$ cat src/rtl/fwp_pkg.sv
package fwp_pkg;

    localparam int FWP_ADDR_W = 19;
    localparam int FWP_SEC_W  = 4;

    typedef enum logic [1:0] {
        OP_PROG   = 2'b00,
        OP_SERASE = 2'b01,
        OP_CERASE = 2'b10,
        OP_WRSTAT = 2'b11
    } fwp_op_e;

    typedef struct packed {
        logic [1:0]           level;
        logic                 lock;
        logic                 grant;
        logic                 deny;
        logic [FWP_SEC_W-1:0] sector;
    } fwp_state_t;

    // lowest protected byte address; one bit wider so "nothing" is representable
    function automatic logic [FWP_ADDR_W:0] prot_floor(input logic [1:0] level);
        case (level)
            2'd0:    prot_floor = 20'h80000;
            2'd1:    prot_floor = 20'h70000;
            2'd2:    prot_floor = 20'h60000;
            default: prot_floor = 20'h00000;
        endcase
    endfunction

    function automatic logic [FWP_ADDR_W-1:0] sector_base(input logic [FWP_SEC_W-1:0] idx);
        if (idx < 4'd7) begin
            sector_base = {idx[2:0], 16'h0000};
        end else begin
            case (idx)
                4'd7:    sector_base = 19'h70000;
                4'd8:    sector_base = 19'h78000;
                4'd9:    sector_base = 19'h7C000;
                4'd10:   sector_base = 19'h7D000;
                default: sector_base = 19'h7E000;
            endcase
        end
    endfunction

endpackage

$ cat src/rtl/fwp_sector_map.sv
module fwp_sector_map
    import fwp_pkg::*;
#(
    parameter int ADDR_W = FWP_ADDR_W,
    parameter int SEC_W  = FWP_SEC_W
) (
    input  logic [ADDR_W-1:0] addr_i,
    output logic [SEC_W-1:0]  sector_o
);
    localparam int HI = ADDR_W - 1;

    logic [2:0] big_idx;
    assign big_idx = addr_i[HI -: 3];

    always_comb begin
        if (big_idx != 3'b111) begin
            sector_o = SEC_W'(big_idx);
        end else if (!addr_i[HI-3]) begin
            sector_o = SEC_W'(7);
        end else if (!addr_i[HI-4]) begin
            sector_o = SEC_W'(8);
        end else if (!addr_i[HI-5]) begin
            sector_o = addr_i[HI-6] ? SEC_W'(10) : SEC_W'(9);
        end else begin
            sector_o = SEC_W'(11);
        end
    end
endmodule

$ cat src/rtl/fwp_region_check.sv
module fwp_region_check
    import fwp_pkg::*;
#(
    parameter int ADDR_W = FWP_ADDR_W,
    parameter int SEC_W  = FWP_SEC_W
) (
    input  logic [1:0]        op_i,
    input  logic [ADDR_W-1:0] addr_i,
    input  logic [SEC_W-1:0]  sector_i,
    input  logic [1:0]        level_i,
    output logic              array_ok_o
);
    logic [ADDR_W-1:0] probe;
    logic [ADDR_W:0]   floor_addr;

    assign floor_addr = prot_floor(level_i);

    always_comb begin
        // a sector erase is judged on the first byte of its sector
        probe = (fwp_op_e'(op_i) == OP_SERASE) ? sector_base(sector_i) : addr_i;
        case (fwp_op_e'(op_i))
            OP_CERASE: array_ok_o = (level_i == 2'd0);
            OP_WRSTAT: array_ok_o = 1'b0;
            default:   array_ok_o = ({1'b0, probe} < floor_addr);
        endcase
    end
endmodule

$ cat src/rtl/fwp_status_gate.sv
module fwp_status_gate (
    input  logic wp_pin_i,
    input  logic lock_i,
    output logic wr_ok_o
);
    // the freeze bit only matters while the pin is held low
    assign wr_ok_o = wp_pin_i | ~lock_i;
endmodule

$ cat src/rtl/flash_guard_ctrl.sv
module flash_guard_ctrl
    import fwp_pkg::*;
#(
    parameter int ADDR_W = FWP_ADDR_W,
    parameter int SEC_W  = FWP_SEC_W
) (
    input  logic              clk,
    input  logic              rst_n,
    input  logic              wp_pin_i,
    input  logic              req_valid_i,
    input  logic [1:0]        req_op_i,
    input  logic [ADDR_W-1:0] req_addr_i,
    input  logic [2:0]        req_wdata_i,
    output logic              grant_o,
    output logic              deny_o,
    output logic [SEC_W-1:0]  sector_o,
    output logic [1:0]        prot_o,
    output logic              lock_o
);
    fwp_state_t st_d, st_q;
    logic [SEC_W-1:0] req_sector;
    logic             array_ok;
    logic             wr_ok;

    fwp_sector_map #(.ADDR_W(ADDR_W), .SEC_W(SEC_W)) u_map (
        .addr_i   (req_addr_i),
        .sector_o (req_sector)
    );

    fwp_region_check #(.ADDR_W(ADDR_W), .SEC_W(SEC_W)) u_region (
        .op_i       (req_op_i),
        .addr_i     (req_addr_i),
        .sector_i   (req_sector),
        .level_i    (st_q.level),
        .array_ok_o (array_ok)
    );

    fwp_status_gate u_gate (
        .wp_pin_i (wp_pin_i),
        .lock_i   (st_q.lock),
        .wr_ok_o  (wr_ok)
    );

    always_comb begin
        st_d       = st_q;
        st_d.grant = 1'b0;
        st_d.deny  = 1'b0;
        if (req_valid_i) begin
            case (fwp_op_e'(req_op_i))
                OP_WRSTAT: begin
                    if (wr_ok) begin
                        st_d.level = req_wdata_i[1:0];
                        st_d.lock  = req_wdata_i[2];
                        st_d.grant = 1'b1;
                    end else begin
                        st_d.deny  = 1'b1;
                    end
                end
                OP_CERASE: begin
                    st_d.grant = array_ok;
                    st_d.deny  = ~array_ok;
                end
                default: begin
                    st_d.sector = req_sector;
                    st_d.grant  = array_ok;
                    st_d.deny   = ~array_ok;
                end
            endcase
        end
    end

    always_ff @(posedge clk or negedge rst_n) begin
        if (!rst_n) begin
            st_q.level  <= 2'b11;
            st_q.lock   <= 1'b0;
            st_q.grant  <= 1'b0;
            st_q.deny   <= 1'b0;
            st_q.sector <= '0;
        end else begin
            st_q <= st_d;
        end
    end

    assign grant_o  = st_q.grant;
    assign deny_o   = st_q.deny;
    assign sector_o = st_q.sector;
    assign prot_o   = st_q.level;
    assign lock_o   = st_q.lock;
endmodule

$ cat config.mk
export PLATFORM = sky130hd
export DESIGN_NAME = flash_guard_ctrl
export DESIGN_NICKNAME = d
export VERILOG_FILES = /design/src/rtl/fwp_pkg.sv /design/src/rtl/fwp_sector_map.sv /design/src/rtl/fwp_region_check.sv /design/src/rtl/fwp_status_gate.sv /design/src/rtl/flash_guard_ctrl.sv
export SDC_FILE = /design/constraint.sdc
export NUM_CORES = 1
export LEC_CHECK = 0
export BUFFER_PORTS_ARGS = -buffer_cell sky130_fd_sc_hd__buf_2
export CAP_MARGIN = 10
export CORE_MARGIN = 5
export CORE_UTILIZATION = 38
export CTS_CLUSTER_DIAMETER = 40
export DETAILED_ROUTE_END_ITERATION = 7
export GPL_ROUTABILITY_DRIVEN = 0
export PLACE_DENSITY = 0.86
export SLEW_MARGIN = 40
export SYNTH_ARGS = -nofsm -noshare
export SYNTH_HDL_FRONTEND = slang
export SYNTH_SLANG_ARGS = --single-unit
$ cat constraint.sdc
create_clock -name clk -period 2 [get_ports clk]
set_input_delay 0.1 -clock clk [delete_from_list [all_inputs] [get_ports clk]]
set_output_delay 0.1 -clock clk [all_outputs]
set_load 0.02 [all_outputs]
* Word-level counts from Yosys, hierarchy flattened
Cells that the tools add are included.
** Cells by class
- $lt $le $gt $ge :: 2
- Reduce and logical (&&, ||, !) cells :: 4
- Bitwise gates (word level) :: 4
- Equality and inequality tests :: 10
- Multiplexer cells :: 15
** Operator list (count)
- 16-bit case mux with 4 select lines :: 1
- 20-bit case mux with 3 select lines :: 1
- 19-bit two-way mux :: 2
- 19-bit by 20-bit < comparator with 1-bit output :: 1
- 4-bit two-way mux :: 5
- 4-bit == test, second input constant :: 3
- 2-bit == test, second input constant :: 3
- 6-bit two-way mux :: 1
- 2-bit by 1-bit == test with 1-bit output, second input constant :: 2
- 4-bit by 3-bit == test with 1-bit output, second input constant :: 1
- 4-bit by 3-bit < comparator with 1-bit output, second input constant :: 1
- 2-bit two-way mux :: 2
- 3-bit inequality test, second input constant :: 1
- 1-bit inverter :: 3
- 3-bit AND reduction :: 1
- 2-bit zero test :: 1
- 1-bit two-way mux :: 2
- 1-bit case mux with 2 select lines :: 1
- 2-bit AND reduction :: 1
- 2-bit OR reduction :: 1
- 1-bit bitwise OR :: 1
** Storage, ports and cells
- Input bits :: 28
- Logic and storage cells :: 40
- Output and inout bits :: 9
- Register bits after elaboration :: 9

* Depth between registers and ports, before layout
- Depth in word-level cells :: 14
- Depth in mapped cells :: 7
- Mapped depth without buffers :: 7

* Hierarchy
A second synthesis with hierarchy kept.
** Second synthesis, totals
- Cells, all modules :: 55
- Area total of the unflattened synthesis :: 574.3 µm²
** By module, submodules not included
- flash_guard_ctrl :: instances 1, area each 350.3 µm², cells an instance 22, sequential area each 227.7 µm²
- fwp_region_check :: instances 1, area each 157.7 µm², cells an instance 23, sequential area each 0.0 µm²
- fwp_sector_map :: instances 1, area each 60.1 µm², cells an instance 9, sequential area each 0.0 µm²
- fwp_status_gate :: instances 1, area each 6.3 µm², cells an instance 1, sequential area each 0.0 µm²

* Worst setup path before layout
No wires, ideal clock.
- Path kind :: register to register
- Start :: register st_q, in the netlist prot_o[0]
- End :: register st_q, in the netlist grant_o
- Period minus slack after synthesis :: 1.834 ns
- Library setup time :: 0.128 ns
- Setup slack :: 0.166 ns
- Buffers on the path :: 0
- Required time :: 1.872 ns
- Stages on the path, launching flop included :: 8
- Arrival :: 1.706 ns
- Path through :: dfstp_2 > inv_1 > ha_1 > inv_1 > ha_1 > a21o_1 > a31oi_1 > o311a_2
** RTL lines
- start, declared :: line flash_guard_ctrl.sv:20 : fwp_state_t st_d, st_q;
- start signal, assigned :: line flash_guard_ctrl.sv:80 : st_q <= st_d;

==> flow_summary.json <==
{
  "clock_skew_ns": 0.00600,
  "end_kind": "register",
  "initialDrtViolationCount": 4,
  "slew_headroom_pct": 80.7,
  "post-route-min-period_ns": 1.84,
  "clk_pin_slew_ns": 0.07,
  "via_per_inst": 4.88,
  "dr.pass1.iters": 4,
  "hold_viol_final": 0,
  "yosysWarnings": 0,
  "setup_tns_ns": 0,
  "remaining_drc_errors": 0,
  "ys_seq_area_share_pct": 43.5,
  "area_delta_synth_final_pct": 30.6,
  "setup_viol": 0,
  "dieArea_mm2": 0.00222,
  "root_buffer": "clkbuf_4",
  "dp_hpwl_um": 930,
  "fp.dieH_um": 47.1,
  "rsz0062_at_grt": "no",
  "grtUsageMet1_pct": 15.7,
  "cts_sinks": 9,
  "multi_input_area_um2": 250,
  "cts.htree.levels": 1,
  "worstSetupPathType": "reg -> reg",
  "cp-start-kind": "register",
  "tritoncts": "built",
  "crit_fanout": 4,
  "drtAntennaViolNets": 0,
  "die_width_um": 47.1,
  "clk_path_buf_depth": 2,
  "p_per_area_mw_per_mm2": 882,
  "nets": 112,
  "numCtsBuffers": 3,
  "cp.arrival_ns": 1.98,
  "cp_slowest_cell": "dfstp_2",
  "worst_pin_slew_ns": 0.289,
  "rows": 13,
  "yosys.area.top_type": "dfrtp_1",
  "register_area_um2": 228,
  "drt_wl_total_um": 1090,
  "grt_pass1_wl_um": 2050,
  "slowest_delay_ns": 0.56,
  "slew_violations": 0,
  "p_total_w": 0.000603,
  "initial_core_util_pct": 40.2,
  "grtUsageTotal_pct": 13.8,
  "cts_resized": 0,
  "drive_above_1_share_pct": 43.6,
  "period_share_pct": 92.0,
  "clock_latency_ns": 0.26,
  "nFillCells": 133,
  "cpLargestDelayFamily": "flip-flops",
  "syn_nets": 85,
  "wl_per_cell_um": 11.8,
  "grt_pass1_vias": 509,
  "grt.met3_usage_pct": 3.83,
  "hp-class": "in -> reg",
  "port_buffers": 24,
  "crit_chain": "inv_1 -> ha_1 -> inv_1 -> ha_1 -> a21o_1 -> a31oi_1 -> o311a_2",
  "yosysUniqueCellTypes": 22,
  "max-vdd-ir-drop_mv": 0.430,
  "grt-ovfl-total": 0,
  "grt_antenna_before_repair": 0,
  "rrSetupSlack_ns": 0.16,
  "synth-seq-cells": 9,
  "grt_max_degree": 10,
  "synth_top_area_share_pct": 33.5,
  "ys_top_cells_by_count": "inv_1 (8), dfrtp_1 (7), ha_1 (5), o21ai_0 (5)",
  "io_pins": 37,
  "syn_area_per_cell_um2": 10.1,
  "synthTopCellsByArea": "dfrtp_1 (33%), ha_1 (12%), dfstp_2 (10%), inv_1 (5.7%), o21ai_0 (4.8%)",
  "synth_edf_count": 0,
  "fmax_mhz": 544,
  "core_mm2": 0.00130,
  "critPathBufInv": 2,
  "synth_most_common_cell": "inv_1",
  "p_leak_nw": 0.384,
  "outcome": "complete, no violations",
  "yosys_most_used_dff": "dfrtp_1",
  "drv_cap": 0,
  "critPathRequiredTime_ns": 2.14,
  "busiest_layer": "met2",
  "synthArstFlopShare_pct": 100,
  "n_antenna_cell": 0,
  "vias": 454,
  "gr-usage-met2_pct": 22.0,
  "synth_cells": 52,
  "syn-cell-area_um2": 523
}
## registers in the layout, summed over array words and instances (netlist names)
name	cells
deny_o	1
lock_o	1
prot_o	2
sector_o	4
grant_o	1
## final cells by class
cell class / instances / area share [%]
Sequential cell: 9 / 33.3
Clock buffer: 4 / 3.85
Timing Repair Buffer: 25 / 19.0
Inverter: 8 / 4.40
Tap cell: 15 / 2.75
Multi-Input combinational cell: 32 / 36.6
## cells by family (layout without fill, tap and decap cells)
kind of cell / count (synthesis) / in the layout / share of synthesized area [%]
mux: 4 / 4 / 8.13
compound gates: 14 / 14 / 17.5
simple gates: 9 / 9 / 10.3
buf+inv: 11 / 37 / 8.61
flops: 9 / 9 / 43.5
fa+ha+maj: 5 / 5 / 12.0
## layer usage
layer  vias to the layer above  share of wire (%)
met5                         -                  0
met1                       200                 39
li1                        228                  -
met2                        22                 50
met3                         4                8.7
met4                         0                2.4
## metrics by stage
stage / setup slack, ns / std cells / hold WS, ns / util (%) / instance area (µm²)
after floorplan: 0.166 / 52 / -0.196 / - / 523
after global placement: 0.208 / 88 / -0.0390 / 49.7 / 647
after detailed placement: 0.172 / 88 / -0.0395 / 49.7 / 647
after CTS: 0.158 / 93 / 0.0720 / 52.5 / 683
after global routing: 0.0450 / 93 / 0.0765 / 52.5 / 683
final: 0.161 / 93 / 0.0770 / 52.5 / 683
## worst register-to-register path: cells and delay by family, from the launching register on
family	cells	cell delay, ns
flip-flops	1	0.56
AO/OA/AOI/OAI	3	0.49
buffers and inverters	2	0.11
adder cells (fa/ha/maj)	2	0.55
## repair_timing
item,CTS,global route
endpoints found under the hold margin,9,0
hold buffers,1,0
setup endpoints to repair,0,0
buffers inserted,0,0
## cells in the final DEF, fill, tap and decap left out
cell / Yosys / routed
a21o_1: 2 / 2
a21oi_1: 2 / 2
a21oi_2: 1 / 1
a31oi_1: 1 / 1
a41oi_1: 1 / 1
buf_2: 0 / 24
clkbuf_1: 2 / 1
clkbuf_4: 0 / 3
dfrtp_1: 7 / 7
dfstp_2: 2 / 2
dlygate4sd3_1: 0 / 1
ha_1: 5 / 5
inv_1: 8 / 8
mux2_2: 2 / 2
mux2i_1: 2 / 2
nand2_1: 2 / 2
nand2b_1: 2 / 2
nand3_1: 2 / 2
nor3_2: 1 / 1
nor3b_1: 1 / 1
o21ai_0: 5 / 5
o22ai_1: 1 / 1
o311a_2: 1 / 1
or3_1: 1 / 1
## report_power, final
group          leakage [nW]  internal, W  switching (W)
logic                 0.261    0.0000925       0.000126
clock network        0.0150    0.0000770      0.0000665
registers             0.108     0.000221      0.0000196
## path summary, 6_finish.rpt
| path | startpoint | end | cells past startpoint |
|---|---|---|---|
| max | prot_o[0] | grant_o | 7 |
| min | req_wdata_i[1] | prot_o[1] | 2 |
| max reg2reg | prot_o[0] | grant_o | 7 |
| min reg2reg | sector_o[2] | sector_o[2] | 2 |
| max in group asynchronous | rst_n | prot_o[0] | 2 |
| min in group asynchronous | rst_n | sector_o[3] | 2 |
Note: power is estimated with default switching activity, not from simulation.
